--- src/rtl/pwrseq_pkg.sv ---
package pwrseq_pkg;
  typedef enum logic [1:0] {
    ST_OFF    = 2'd0,
    ST_SETTLE = 2'd1,
    ST_WAIT   = 2'd2,
    ST_RUN    = 2'd3
  } seqState_t;

  // strobes from the sequencer control to its datapath
  typedef struct packed {
    logic settleRun;
    logic pllReq;
    logic tmoClr;
    logic lockSet;
    logic lockClr;
  } seqStrobe_t;
endpackage

--- src/rtl/pwrseq_sync.sv ---
module pwrseq_sync #(
  parameter int STAGES = 2,
  parameter bit RESET_VAL = 1'b0
) (
  input  logic clk,
  input  logic rstN,
  input  logic din,
  output logic dout
);
  logic [STAGES-1:0] chain;

  always_ff @(posedge clk or negedge rstN) begin
    if (!rstN) chain <= {STAGES{RESET_VAL}};
    else       chain <= {chain[STAGES-2:0], din};
  end

  assign dout = chain[STAGES-1];
endmodule

--- src/rtl/pwrseq_dpath.sv ---
module pwrseq_dpath
  import pwrseq_pkg::*;
#(
  parameter int SETTLE_US    = 250,
  parameter int DETECT_EDGES = 8,
  parameter int MISS_CYCLES  = 64,
  parameter int LOCK_TMO_US  = 500,
  parameter int SYNC_STAGES  = 2
) (
  input  logic       clk,
  input  logic       rstN,
  input  logic       refClkIn,
  input  logic       pwrDownN,
  input  logic       pllLockedRaw,
  input  logic       usTick,
  input  seqStrobe_t strobe,
  output logic       settleDone,
  output logic       clkPresent,
  output logic       pdActive,
  output logic       pllLocked,
  output logic       lockTmo,
  output logic       pllRun,
  output logic       lockOut
);
  localparam int SET_W  = $clog2(SETTLE_US + 1);
  localparam int EDGE_W = $clog2(DETECT_EDGES + 1);
  localparam int MISS_W = $clog2(MISS_CYCLES + 1);
  localparam int TMO_W  = $clog2(LOCK_TMO_US + 1);
  localparam logic [SET_W-1:0]  SET_END   = SET_W'(SETTLE_US);
  localparam logic [EDGE_W-1:0] EDGE_LAST = EDGE_W'(DETECT_EDGES - 1);
  localparam logic [MISS_W-1:0] MISS_LAST = MISS_W'(MISS_CYCLES - 1);
  localparam logic [TMO_W-1:0]  TMO_END   = TMO_W'(LOCK_TMO_US);

  logic refSync, refPrev, refEdge, pdSync;
  logic [SET_W-1:0]  settleCnt;
  logic [EDGE_W-1:0] edgeCnt;
  logic [MISS_W-1:0] missCnt;
  logic [TMO_W-1:0]  tmoCnt;

  pwrseq_sync #(.STAGES(SYNC_STAGES), .RESET_VAL(1'b0)) uRefSync (
    .clk(clk), .rstN(rstN), .din(refClkIn), .dout(refSync));
  pwrseq_sync #(.STAGES(SYNC_STAGES), .RESET_VAL(1'b0)) uPdSync (
    .clk(clk), .rstN(rstN), .din(pwrDownN), .dout(pdSync));
  pwrseq_sync #(.STAGES(SYNC_STAGES), .RESET_VAL(1'b0)) uLockSync (
    .clk(clk), .rstN(rstN), .din(pllLockedRaw), .dout(pllLocked));

  assign pdActive = ~pdSync;
  assign refEdge  = refSync & ~refPrev;

  // reference clock activity detector
  always_ff @(posedge clk or negedge rstN) begin
    if (!rstN) begin
      refPrev    <= 1'b0;
      edgeCnt    <= '0;
      missCnt    <= '0;
      clkPresent <= 1'b0;
    end else begin
      refPrev <= refSync;
      if (refEdge) begin
        missCnt <= '0;
        if (!clkPresent) begin
          if (edgeCnt == EDGE_LAST) begin
            clkPresent <= 1'b1;
            edgeCnt    <= '0;
          end else begin
            edgeCnt <= edgeCnt + 1'b1;
          end
        end
      end else if (missCnt != MISS_LAST) begin
        missCnt <= missCnt + 1'b1;
      end else begin
        clkPresent <= 1'b0;
        edgeCnt    <= '0;
      end
    end
  end

  // settling delay in microsecond ticks
  always_ff @(posedge clk or negedge rstN) begin
    if (!rstN)                               settleCnt <= '0;
    else if (!strobe.settleRun)              settleCnt <= '0;
    else if (usTick && settleCnt != SET_END) settleCnt <= settleCnt + 1'b1;
  end
  assign settleDone = (settleCnt == SET_END);

  // lock timeout while the PLL is requested but not locked
  always_ff @(posedge clk or negedge rstN) begin
    if (!rstN)                                     tmoCnt <= '0;
    else if (strobe.tmoClr || !pllRun || pllLocked) tmoCnt <= '0;
    else if (usTick && tmoCnt != TMO_END)          tmoCnt <= tmoCnt + 1'b1;
  end
  assign lockTmo = (tmoCnt == TMO_END);

  // PLL request and latched lock flag
  always_ff @(posedge clk or negedge rstN) begin
    if (!rstN) begin
      pllRun  <= 1'b0;
      lockOut <= 1'b0;
    end else begin
      pllRun <= strobe.pllReq;
      if (strobe.lockClr)      lockOut <= 1'b0;
      else if (strobe.lockSet) lockOut <= 1'b1;
    end
  end
endmodule

--- src/rtl/pwrseq_ctrl.sv ---
module pwrseq_ctrl
  import pwrseq_pkg::*;
(
  input  logic       clk,
  input  logic       rstN,
  input  logic       supplyGood,
  input  logic       settleDone,
  input  logic       clkPresent,
  input  logic       pdActive,
  input  logic       pllLocked,
  input  logic       lockTmo,
  input  logic       pllRun,
  output seqStrobe_t strobe,
  output logic       outEnable
);
  seqState_t state, stateNext;

  always_comb begin
    stateNext = state;
    strobe    = '0;
    unique case (state)
      ST_OFF: begin
        if (supplyGood) stateNext = ST_SETTLE;
      end
      ST_SETTLE: begin
        strobe.settleRun = 1'b1;
        if (settleDone) stateNext = ST_WAIT;
      end
      ST_WAIT: begin
        if (clkPresent && !pdActive) begin
          if (pllRun && pllLocked) begin
            stateNext      = ST_RUN;
            strobe.lockSet = 1'b1;
            strobe.pllReq  = 1'b1;
          end else if (lockTmo) begin
            strobe.tmoClr = 1'b1;
          end else begin
            strobe.pllReq = 1'b1;
          end
        end
      end
      ST_RUN: begin
        if (pdActive) begin
          stateNext      = ST_WAIT;
          strobe.lockClr = 1'b1;
        end else begin
          strobe.pllReq = 1'b1;
        end
      end
      default: stateNext = ST_OFF;
    endcase
    if (!supplyGood) begin
      stateNext      = ST_OFF;
      strobe         = '0;
      strobe.lockClr = 1'b1;
    end
  end

  always_ff @(posedge clk or negedge rstN) begin
    if (!rstN) state <= ST_OFF;
    else       state <= stateNext;
  end

  assign outEnable = (state == ST_RUN);
endmodule

--- src/rtl/pwrseq_top.sv ---
module pwrseq_top
  import pwrseq_pkg::*;
#(
  parameter int SETTLE_US    = 250,
  parameter int DETECT_EDGES = 8,
  parameter int MISS_CYCLES  = 64,
  parameter int LOCK_TMO_US  = 500
) (
  input  logic clk,
  input  logic rstN,
  input  logic supplyGood,
  input  logic refClkIn,
  input  logic pwrDownN,
  input  logic pllLockedRaw,
  input  logic usTick,
  output logic outEnable,
  output logic lockOut,
  output logic pllRun
);
  seqStrobe_t strobe;
  logic settleDone, clkPresent, pdActive, pllLocked, lockTmo;

  pwrseq_ctrl uCtrl (
    .clk(clk), .rstN(rstN), .supplyGood(supplyGood), .settleDone(settleDone),
    .clkPresent(clkPresent), .pdActive(pdActive), .pllLocked(pllLocked),
    .lockTmo(lockTmo), .pllRun(pllRun), .strobe(strobe), .outEnable(outEnable));

  pwrseq_dpath #(
    .SETTLE_US(SETTLE_US), .DETECT_EDGES(DETECT_EDGES),
    .MISS_CYCLES(MISS_CYCLES), .LOCK_TMO_US(LOCK_TMO_US), .SYNC_STAGES(2)
  ) uDpath (
    .clk(clk), .rstN(rstN), .refClkIn(refClkIn), .pwrDownN(pwrDownN),
    .pllLockedRaw(pllLockedRaw), .usTick(usTick), .strobe(strobe),
    .settleDone(settleDone), .clkPresent(clkPresent), .pdActive(pdActive),
    .pllLocked(pllLocked), .lockTmo(lockTmo), .pllRun(pllRun), .lockOut(lockOut));
endmodule

--- config.mk ---
export PLATFORM = sky130hd
export DESIGN_NAME = pwrseq_top
export DESIGN_NICKNAME = d
export VERILOG_FILES = /design/src/rtl/pwrseq_pkg.sv /design/src/rtl/pwrseq_sync.sv /design/src/rtl/pwrseq_dpath.sv /design/src/rtl/pwrseq_ctrl.sv /design/src/rtl/pwrseq_top.sv
export SDC_FILE = /design/constraint.sdc
export NUM_CORES = 1
export LEC_CHECK = 0
export ABC_AREA = 1
export BUFFER_PORTS_ARGS = -buffer_cell sky130_fd_sc_hd__buf_2
export CAP_MARGIN = 30
export CORE_ASPECT_RATIO = 1.4
export CORE_MARGIN = 4
export CORE_UTILIZATION = 49
export DETAILED_ROUTE_END_ITERATION = 12
export PLACE_DENSITY = 0.78
export SYNTH_ARGS = -nofsm -noshare
export SYNTH_HDL_FRONTEND = slang
export SYNTH_SLANG_ARGS = --single-unit
export TNS_END_PERCENT = 10
--- constraint.sdc ---
create_clock -name clk -period 4 [get_ports clk]
set_input_delay 0.4 -clock clk [delete_from_list [all_inputs] [get_ports clk]]
set_output_delay 0.4 -clock clk [all_outputs]
set_load 0.01 [all_outputs]
* After elaboration in Yosys (flattened, before gate mapping)
Index checks and enable logic that the tools add are counted.
Storage, ports and cells: register bits 40, bits in latches 0, RAM bits 0, bits in read-only memories 0, input port bits 7, output and inout port bits 3, logic and storage cells 82, memories kept 0
Operators by class: add/sub/neg operators 4, multipliers 0, divide/modulo/power cells 0, order comparisons 0, equality and inequality tests 16, shift operators 0, muxes and demuxes 35, bitwise logic cells 2, reductions and logical operators 13
Operator list (count):
- $mux W9 | 2
- $mux W4 | 4
- $mux W8 | 2
- $mux W1 | 15
- $mux W7 | 2
- $mux W2 | 6
- $add A9 B1 Y9 const B | 1
- $eq A9 B9 Y1 const B | 1
- $ne A9 B9 Y1 const B | 1
- $add A8 B1 Y8 const B | 1
- $eq A8 B8 Y1 const B | 1
- $ne A8 B8 Y1 const B | 1
- $pmux W2 S4 | 1
- $add A7 B1 Y7 const B | 1
- $ne A7 B6 Y1 const B | 1
- $ne A3 B2 Y1 const B | 2
- $ne A3 B3 Y1 const B | 2
- $reduce_bool A2 Y1 | 3
- $mux W5 | 1
- $add A4 B1 Y4 const B | 1
- $eq A2 B2 Y1 const B | 2
- $eq A4 B3 Y1 const B | 1
- $logic_and A1 B1 Y1 | 4
- $ne A2 B2 Y1 const B | 2
- 11 further kinds | 12

* Longest topological paths before layout
depth after elaboration 9, gate-level depth with buffers 10, mapped depth without buffers 10

* Modules after synthesis
A second synthesis with hierarchy kept.
Unflattened totals: cell total of the unflattened synthesis 270, area, all modules 2118.3 um2
By module, submodules not included:
- pwrseq_dpath | instances 1, cells each 231, area an instance 1785.5 um2, seq. area each 800.8 um2
- pwrseq_ctrl | instances 1, cells each 33, area an instance 182.7 um2, seq. area each 50.0 um2
- pwrseq_sync | instances 3, cells each 2, area an instance 50.0 um2, seq. area each 50.0 um2

* Worst setup path after synthesis
Ideal clock, no wire load.
path kind reg2reg, start point register uDpath.tmoCnt[0], end point register uDpath.tmoCnt[6], data arrival time 1.232 ns, slack 2.650 ns, cell stages (with the launch flop) 10, path buffers 0, cell sequence dfrtp_1 > inv_1 > ha_1 > nand2_1 > nor2_1 > nand2_2 > nor2_1 > nor2_2 > nand3_1 > nand2_1
Between the ends: cells in the longest elaborated chain, start to end 9, elaborated cells on any way between the ends 14, classes of those cells add/sub: 1; eq/ne: 2; mux: 7; reduce/logical: 4
RTL lines:
- from (decl) | line pwrseq_dpath.sv:38 | logic [TMO_W-1:0] tmoCnt;
- from (signal assigned) | line pwrseq_dpath.sv:90 | else if (usTick && tmoCnt != TMO_END) tmoCnt <= tmoCnt + 1'b1;
- $eq A9 B9 Y1 | line pwrseq_dpath.sv:92 | assign lockTmo = (tmoCnt == TMO_END);
- $mux W1 | line pwrseq_ctrl.sv:35 | end else if (lockTmo) begin
- $mux W1 | line pwrseq_ctrl.sv:31 | if (pllRun && pllLocked) begin
- $mux W3 | line pwrseq_ctrl.sv:30 | if (clkPresent && !pdActive) begin
- $mux W2 | line pwrseq_ctrl.sv:21 | unique case (state)
- $mux W5 | line pwrseq_ctrl.sv:52 | if (!supplyGood) begin
- $logic_or A1 B1 Y1 (2 in series) | line pwrseq_dpath.sv:89 | else if (strobe.tmoClr || !pllRun || pllLocked) tmoCnt <= '0;
- $mux W9 / $reduce_bool A2 Y1 (equally long branches)
Parallel ways exist; a longest one is shown, timed or not. The select of a mux whose other input is x is not followed. A chain may end at the register's enable or synchronous reset.

* Worst setup path after layout
Ends and elaborated chain as after synthesis.

==> results.sh <==
export IMPL_cap_violations=0
export IMPL_reg2reg_slack_ps=2490
export IMPL_die_w_um=63.6
export IMPL_wl_mm=3.80
export IMPL_synth_seq_cells=40
export IMPL_syn_inst=269
export IMPL_viasPerCell=5.10
export IMPL_period_needed_ps=1510
export IMPL_ff2ff_path_depth=9
export IMPL_syn2layout_area_growth_pct=7.08
export IMPL_fmax_mhz=661
export IMPL_cp_arrival_ps=1700
export IMPL_syn_avg_cell_area_um2=7.88
export IMPL_r2r_end="uDpath.tmoCnt[6]$_DFFE_PN0P_"
export IMPL_die_h_um=85.8
export IMPL_slew_limit_headroom=0.413
export IMPL_route_detailed_drc=0
export IMPL_cts_clk_slew_worst_paths_ps=80
export IMPL_drive_above_1_share=0.109
export IMPL_fin_skew_ps=6.15
export IMPL_cts_tree="yes"
export IMPL_track_usage=0.163
export IMPL_row_count=28
export IMPL_initial_core_util=0.504
export IMPL_worst_slack_ps=2490
export IMPL_gp_congestion=0.849
export IMPL_tightest_slew_ps=881
export IMPL_io_pins=10
export IMPL_drt_iter0_markers=65
export IMPL_cts_setup_buffers=0
export IMPL_critPathMaxFanout=8
export IMPL_fin_nets=297
export IMPL_crit_path_start_kind="flip-flop"
export IMPL_cts_sinks=40
export IMPL_yosysTopAreaCell="dfrtp_1"
export IMPL_grt_overflow_total=0
export IMPL_synth_fp_nets=282
export IMPL_antenna_found_initial=0
export IMPL_grt_pass1_vias=1708
export IMPL_status="finished clean"
export IMPL_cts_resized=0
export IMPL_ys_warn_count=0
export IMPL_multiInputGateArea_um2=946
export IMPL_coreArea_mm2=0.00420
export IMPL_synth_cell_type_count=23
export IMPL_min_period_over_period=0.378
export IMPL_r2r_start="uDpath.tmoCnt[0]$_DFFE_PN0P_"
export IMPL_ys_seq_area_frac=0.472
export IMPL_htree_levels=2
export IMPL_final_antenna_net_count=0
export IMPL_crit_path_end_kind="flip-flop"
export IMPL_crit_family="simple AND/OR/NAND/NOR gates"
export IMPL_insertion_delay_ps=290
export IMPL_cts_buffers=5
export IMPL_crit_start="uDpath.tmoCnt[0]$_DFFE_PN0P_"
export IMPL_report_final_setup_viol=0
export IMPL_die_area_mm2=0.00546
export IMPL_num_vias=1677
export IMPL_cp_cell_sequence="inv_1 > ha_1 > nand2_1 > nor2_1 > nand2_2 > nor2_1 > nor2_2 > nand3_1 > nand2_1"
export IMPL_fillers=404
export IMPL_portBuffers=9
export IMPL_cts_root_buffer="clkbuf_8"
export IMPL_hp_class="in2async"
export IMPL_crit_type="reg2reg"
export IMPL_p_leak_nw=1.15
export IMPL_path_buf_inv=1
export IMPL_syn_area_mm2=0.00212
export IMPL_critPathMaxStageDelay_ps=430
export IMPL_yosys_top_cells_area="dfrtp_1 (47%), nand2_1 (13%), nor2_1 (6.6%), nand3_1 (5.9%), inv_1 (5.8%)"
export IMPL_grt_start_max_net_pins=41
export IMPL_dr_pass1_iters=4
export IMPL_ir_worst_vdd_uv=330
export IMPL_cts_max_path_buffers=2
export IMPL_grt_pass1_wl_mm=7.05
export IMPL_synth_top_area_frac=0.472
export IMPL_p_per_area_mw_per_mm2=393
export IMPL_pre_cts_slack_ps=2500
export IMPL_hold_viol=0
export IMPL_crit_cells=9
export IMPL_critPathSlowestCell="dfrtp_1"
export IMPL_wl_per_cell_um=11.5
export IMPL_crit_required_ps=4190
export IMPL_n_antenna_cell=0
export IMPL_ff_latch_area_mm2=0.00100
export IMPL_worstSetupEndpoint="uDpath.tmoCnt[6]$_DFFE_PN0P_"
export IMPL_grt_setup_unrepaired="false"
export IMPL_dp_hpwl_mm=2.79
export IMPL_finalSetupTns_ps=0
export IMPL_drv_slew=0
export IMPL_hold_buffers=0
cells in the final DEF (no fill, tap or decap), types with 3 or more instances in the layout:
master,count
nor2_2,3
nand4_1,6
nand3b_1,4
nand3_1,25
nand2_2,5
o21ai_1,3
xor2_1,7
clkbuf_8,5
inv_1,33
nand2_1,74
dfrtp_1,40
inv_2,3
buf_2,9
nor2_1,37
o21ai_0,12
ha_1,6
worst min-delay path by stage:
stage,end,slack [ps],depth (start not counted)
floorplan,uCtrl.state[0]$_DFFE_PN0P_,100,0
global placement,uDpath.uPdSync.chain[1]$_DFF_PN0_,330,0
detailed placement,uDpath.uLockSync.chain[1]$_DFF_PN0_,340,0
CTS,uDpath.uRefSync.chain[0]$_DFF_PN0_,210,1
global route,uDpath.uLockSync.chain[0]$_DFF_PN0_,190,1
finish,uDpath.tmoCnt[5]$_DFFE_PN0P_,220,1
cell type report:
class                           count  area share
Clock buffer                        5      0.0303
Clock inverter                      2     0.00551
Inverter                           37      0.0617
Multi-Input combinational cell    191       0.417
Sequential cell                    40       0.441
Tap cell                           45      0.0248
Timing Repair Buffer                9      0.0198
sequential cells by signal, summed over array words and instances, names as in the netlist:
| signal | cells |
|---|---|
| uDpath.uLockSync.chain | 2 |
| uDpath.missCnt | 7 |
| uDpath.clkPresent | 1 |
| uDpath.lockOut | 1 |
| uDpath.refPrev | 1 |
| uDpath.uPdSync.chain | 2 |
| uDpath.pllRun | 1 |
| uDpath.edgeCnt | 4 |
| uDpath.settleCnt | 8 |
| uDpath.uRefSync.chain | 2 |
| uDpath.tmoCnt | 9 |
| uCtrl.state | 2 |
metal layers:
metal  track usage  share of wire  vias up
li1              -              -      879
met1         0.188           0.44      753
met2         0.277           0.50       38
met3        0.0367          0.037        7
met4        0.0904          0.021        0
met5             0              0        -
cell families (layout without fill, tap and decap cells):
group	Yosys count	count (layout)	synth area share
xor gates and xnor gates	8	8	0.0331
buffers and inverters	38	53	0.0815
AOI/OAI and AO/OA	19	19	0.0472
DFF	40	40	0.472
adders and majority gates	6	6	0.0354
and+or+nand+nor	158	158	0.331
power breakdown:
part / total, mW / switching, mW / internal [mW]
Combinational: 0.136 / 0.0805 / 0.0553
Sequential: 0.503 / 0.0491 / 0.454
Clock: 0.252 / 0.134 / 0.118
worst register-to-register path: cells and delay by family, from the launching register on:
kind                     cells  cell delay (ps)
adder cells (fa/ha/maj)      1              170
flip-flops                   1              430
AND/OR/NAND/NOR              7              720
buffers and inverters        1               90
per-stage QoR:
stage | power [mW] | cell area (µm²) | utilization | hold WS (ps) | instances
global placement | 0.643 | 2190 | 0.521 | 331 | 322
global route | 0.955 | 2270 | 0.540 | 195 | 329
finish | 0.891 | 2270 | 0.540 | 218 | 329
detailed placement | 0.648 | 2190 | 0.521 | 344 | 322
floorplan | 0.609 | 2120 | - | 104 | 269
CTS | 0.907 | 2270 | 0.540 | 205 | 329
synth_stat cells:
library cell  instances
xor2_1                7
nor3_4                1
nand3b_1              4
xnor2_1               1
nand2_1              74
a21oi_1               1
ha_1                  6
nand2_2               5
nor2_2                3
nand4_1               6
a31oi_1               2
nand3_1              25
nor3_1                1
clkinv_2              1
dfrtp_1              40
a21boi_0              1
o21ai_0              12
o21ai_1               3
inv_2                 3
bufbuf_16             1
nand3_2               2
inv_1                33
nor2_1               37
Note: power is estimated with default switching activity, not from simulation.
